[config.mk]
export PLATFORM = sky130hd
export DESIGN_NAME = vkey_cfg_target
export DESIGN_NICKNAME = d
export VERILOG_FILES = /design/src/rtl/vkey_cfg_target.sv
export SDC_FILE = /design/constraint.sdc
export NUM_CORES = 1
export LEC_CHECK = 0
export CORE_MARGIN = 2
export CORE_UTILIZATION = 60
export DETAILED_ROUTE_END_ITERATION = 6
export DONT_BUFFER_PORTS = 1
export PLACE_DENSITY = 0.73
export SETUP_SLACK_MARGIN = 0.1
export SLEW_MARGIN = 10
export SYNTH_ARGS = -nofsm -noshare
export SYNTH_HDL_FRONTEND = slang
export SYNTH_SLANG_ARGS = --single-unit
[constraint.sdc]
create_clock -name clk -period 4.1 [get_ports clk]
set_input_delay 0.82 -clock clk [delete_from_list [all_inputs] [get_ports clk]]
set_output_delay 0.82 -clock clk [all_outputs]
set_load 0.05 [all_outputs]
[src/rtl/vkey_cfg_target.sv]
module vkey_cfg_target #(
  parameter logic [6:0] DEV_ADDR = 7'b1011111,
  parameter int         SYNC_LEN = 2
) (
  input  logic       clk,
  input  logic       rst_n,
  input  logic       scl_in,
  input  logic       sda_in,
  output logic       sda_oe,
  output logic [2:0] key_mode,
  output logic       chroma_bin,
  output logic       key_en,
  output logic       key_inv,
  output logic [1:0] fmt_sel,
  output logic [2:0] key_dly,
  output logic [7:0] key_ref
);

  localparam int BITS = 8;
  localparam int CW   = $clog2(BITS + 1);

  typedef enum logic [1:0] {IDLE, ADDR, SUB, DATA} st_t;

  logic [SYNC_LEN-1:0] scl_sy, sda_sy;
  logic scl_d, sda_d;
  logic scl_s, sda_s;

  always_ff @(posedge clk or negedge rst_n)
    if (!rst_n) begin
      scl_sy <= '1;
      sda_sy <= '1;
      scl_d  <= 1'b1;
      sda_d  <= 1'b1;
    end else begin
      scl_sy <= {scl_sy[SYNC_LEN-2:0], scl_in};
      sda_sy <= {sda_sy[SYNC_LEN-2:0], sda_in};
      scl_d  <= scl_s;
      sda_d  <= sda_s;
    end

  assign scl_s = scl_sy[SYNC_LEN-1];
  assign sda_s = sda_sy[SYNC_LEN-1];

  wire start_det = scl_s & scl_d & sda_d & ~sda_s;
  wire stop_det  = scl_s & scl_d & ~sda_d & sda_s;
  wire scl_rise  = scl_s & ~scl_d;
  wire scl_fall  = ~scl_s & scl_d;

  st_t            st;
  logic           ack_ph;
  logic [CW-1:0]  cnt;
  logic [BITS-1:0] shreg, subp;
  logic [7:0]     r0, r2;
  logic [2:0]     r1;

  wire byte_done = scl_fall & ~ack_ph & (cnt == CW'(BITS)) & (st != IDLE);
  wire addr_ok   = (shreg[7:1] == DEV_ADDR) & ~shreg[0];

  always_ff @(posedge clk or negedge rst_n)
    if (!rst_n) begin
      st     <= IDLE;
      ack_ph <= 1'b0;
      sda_oe <= 1'b0;
      cnt    <= '0;
      shreg  <= '0;
      subp   <= '0;
      r0     <= '0;
      r1     <= '0;
      r2     <= '0;
    end else if (start_det) begin
      st     <= ADDR;
      ack_ph <= 1'b0;
      sda_oe <= 1'b0;
      cnt    <= '0;
    end else if (stop_det) begin
      st     <= IDLE;
      ack_ph <= 1'b0;
      sda_oe <= 1'b0;
      cnt    <= '0;
    end else if (st != IDLE) begin
      if (scl_rise && !ack_ph && cnt != CW'(BITS)) begin
        shreg <= {shreg[BITS-2:0], sda_s};
        cnt   <= cnt + 1'b1;
      end
      if (byte_done) begin
        cnt <= '0;
        case (st)
          ADDR: if (addr_ok) begin
                  ack_ph <= 1'b1;
                  sda_oe <= 1'b1;
                end else st <= IDLE;
          SUB: begin
                 subp   <= shreg;
                 ack_ph <= 1'b1;
                 sda_oe <= 1'b1;
               end
          default: begin
                 case (subp)
                   8'd0: r0 <= shreg;
                   8'd1: r1 <= shreg[2:0];
                   8'd2: r2 <= shreg;
                   default: ;
                 endcase
                 subp   <= subp + 1'b1;
                 ack_ph <= 1'b1;
                 sda_oe <= 1'b1;
               end
        endcase
      end else if (scl_fall && ack_ph) begin
        ack_ph <= 1'b0;
        sda_oe <= 1'b0;
        if (st == ADDR) st <= SUB;
        else if (st == SUB) st <= DATA;
      end
    end

  assign {key_mode, chroma_bin, key_en, key_inv, fmt_sel} = r0;
  assign key_dly = r1;
  assign key_ref = r2;


  ack_addr_match_chk: assert property (@(posedge clk) disable iff (!rst_n)
    ($rose(sda_oe) && st == ADDR) |-> ($past(shreg[7:1]) == DEV_ADDR && !$past(shreg[0])));


  idle_quiet_chk: assert property (@(posedge clk) disable iff (!rst_n)
    (st == IDLE) |-> !sda_oe);


  stop_release_chk: assert property (@(posedge clk) disable iff (!rst_n)
    stop_det |=> (st == IDLE && !sda_oe));


  start_restart_chk: assert property (@(posedge clk) disable iff (!rst_n)
    start_det |=> (st == ADDR && cnt == '0 && !ack_ph));


  fields_hold_chk: assert property (@(posedge clk) disable iff (!rst_n)
    !scl_fall |=> $stable({key_mode, chroma_bin, key_en, key_inv, fmt_sel, key_dly, key_ref}));


  reset_clear_chk: assert property (@(posedge clk)
    !rst_n |=> ({key_mode, chroma_bin, key_en, key_inv, fmt_sel, key_dly, key_ref} == '0 && !sda_oe));


  ack_pulse_on_fall_chk: assert property (@(posedge clk) disable iff (!rst_n)
    $rose(sda_oe) |-> $past(scl_fall));

endmodule

==> impl_metrics.ini <==
[synth]
synthCells = 188
synth_top_area_share_pct = 45.4
ys_seq_elements = 48
syn_area_um2 = 2310
synth-seq-area-share_pct = 52.2
syn_area_per_cell_um2 = 12.3
syn_nets = 201
synth_warnings = 0
synth_edf_count = 0
synth_flop_cell = dfrtp_1
async_reset_ff_share_pct = 100
synth.distinct_cells = 49
ys_top_cells_by_area = dfrtp_1 (45%), mux2_2 (13%), dfstp_2 (6.8%), ha_1 (4.9%), a21oi_1 (2.8%)
yosysTopAreaCell = dfrtp_1

[worst_setup_path]
cp.arrival_ps = 2810
critPathMaxStageDelay_ps = 950
crit_path_cell_trace = or2_2 -> nor4_2 -> o21ai_0 -> a22oi_1
reg2reg_slack_ps = 1510
cpMaxStageDelayCell = nor4_2
cp-end-kind = flip-flop
crit_buf_inv = 0
worstPathRequired_ps = 4320
path_delay_family = simple AND/OR/NAND/NOR gates
worstSetupStartpointType = flip-flop
crit_fanout = 15
criticalPathCategory = reg2reg

[die]
coreArea_um2 = 3690
start_util_pct = 62.8
chipHeight_um = 66.1
die_width_um = 66.1
rows = 22
dieArea_um2 = 4370
num_io_pins = 24

[cells_and_area]
post-route-util_pct = 66.5
nets = 203
antenna_cells = 0
fillCellCount = 293
seq_area_um2 = 1210
final_common_cell = dfrtp_1
syn2layout_area_growth_pct = 6.00
final_cell_mix = dfrtp_1 (42), mux2_2 (26), a21oi_1 (13), ha_1 (9)
drive_above_1_share_pct = 26.2
multi_input_area_um2 = 1050

[clocking]
clkSinkCount = 48
post_cts_buffers = 0
clock_path_buffers = 2
path_clk_slew_ps = 90
cts_tree = built
ctsResizeCount = 0
hold_buffers = 0
clk_latency_ps = 300
cts-root-buf = clkbuf_8
cts_max_level = 2
cts_buffers = 5

[drt]
drtIter0Drc = 73
drtAntennaViolNets = 0
dr.pass1.iters = 4
viasPerCell = 6.38
vias = 1524
wirelength_um = 4530
post_drt_wl_per_cell_um = 18.9
drc = 0

[sta]
tightest_slew_ps = 1150
grt_setup_unrepaired = false
min_period_ps = 2590
skew_ps = 7.87
fmax_mhz = 387
hold_viol_final = 0
post-route-period-util_pct = 63.1
finalMaxSlewViolations = 0
setup_violations = 0
slew_headroom_pct = 22.5
tns_ps = 0

[power]
leakage_nw = 1.13
powerDensity_nw_per_um2 = 453
ir_drop_mv = 0.305

[placement]
dp_hpwl_um = 3160
place.gp.congestion = 0.922
numPortBuffers = 0

[global_routing]
grt_antenna_before_repair = 0
grt_pass1_vias = 1580
grt_start_max_net_pins = 49
grt_util_all_layers_pct = 23.3
grt_pass1_wl_um = 7550
grt.overflow.total = 0

[flow_run]
maxCapViolCount = 0

[hold_path]
hp-class = in2async

[run_status]
status = completed
-- Yosys cell counts (all sizes together), types with 2 or more instances --
| cell type | instances |
|---|---|
| xor2 | 3 |
| o22ai | 3 |
| dfrtp | 42 |
| buf | 2 |
| nand2 | 5 |
| nand3 | 11 |
| o21ai | 8 |
| inv | 8 |
| clkbuf | 3 |
| nor4 | 3 |
| nand4b | 3 |
| dfstp | 6 |
| and3b | 2 |
| mux2 | 28 |
| mux2i | 3 |
| a21oi | 13 |
| ha | 9 |
| nor2 | 6 |
| nand2b | 2 |
| nor3 | 2 |
| nand4 | 3 |
| and3 | 2 |
| a22oi | 2 |
-- worst register-to-register path, delay by kind of cell, from the launching register on --
kind / cells / cell delay [ps]
compound gates: 2 / 450
flops: 1 / 650
simple gates: 2 / 1400
-- where the power goes --
part / internal [W] / switching (W) / leakage [nW]
Clock: 0.000141 / 0.000166 / 0.0522
Sequential: 0.000525 / 0.0000878 / 0.637
Combinational: 0.0000951 / 0.0000951 / 0.440
Total: 0.000761 / 0.000349 / 1.13
-- cell type report --
cell class                 count  share of cell area [%]
clock buffer                   6                    3.37
multi-input combinational    127                    43.0
sequential                    48                    49.3
clock inverter                 2                   0.714
tap                           48                    2.45
inverter                       8                    1.22
-- final timing paths --
kind	from	to	cells after the start
max in group asynchronous	rst_n	scl_sy[1]	0
hold / removal	rst_n	subp[6]	0
min in group clk	sda_sy[0]	sda_sy[1]	0
setup reg to reg	ack_ph	subp[2]	4
hold reg to reg	sda_sy[0]	sda_sy[1]	0
setup / recovery	ack_ph	subp[2]	4
-- sequential cells by signal (all words and copies together) (netlist names) --
signal / flops
cnt: 4
r0: 8
scl_d: 1
key_ref: 8
scl_sy: 2
sda_d: 1
key_dly: 3
ack_ph: 1
st: 2
subp: 8
shreg: 8
sda_sy: 2
-- metrics by stage --
step | setup slack, ps | std cells | area, um^2 | hold WS [ps] | total power (W)
after global placement | 1660 | 231 | 2350 | 345 | 0.000789
after detailed placement | 1610 | 231 | 2350 | 349 | 0.000809
final | 1510 | 239 | 2450 | 197 | 0.00111
after global routing | 1360 | 239 | 2450 | 180 | 0.00117
after floorplan | 1960 | 188 | 2310 | 345 | 0.000739
after CTS | 1580 | 239 | 2450 | 193 | 0.00112
-- logic make-up after synthesis --
family | count (synthesis) | synth area share, %
multiplexers | 31 | 15.1
buffers and inverters | 13 | 2.22
XOR/XNOR | 3 | 1.14
flip-flops | 48 | 52.2
adder cells (fa/ha/maj) | 9 | 4.86
AND/OR/NAND/NOR | 49 | 15.4
AO/OA/AOI/OAI | 35 | 9.14
-- metal layers --
metal / global-route usage (%) / routed length (um) / vias to the layer above
li1: - / - / 692
met1: 29.7 / 1990 / 783
met2: 37.6 / 2240 / 43
met3: 6.81 / 242 / 6
met4: 8.93 / 55 / 0
met5: 0 / 0 / -
No activity file was read; power rests on OpenSTA's default activity.
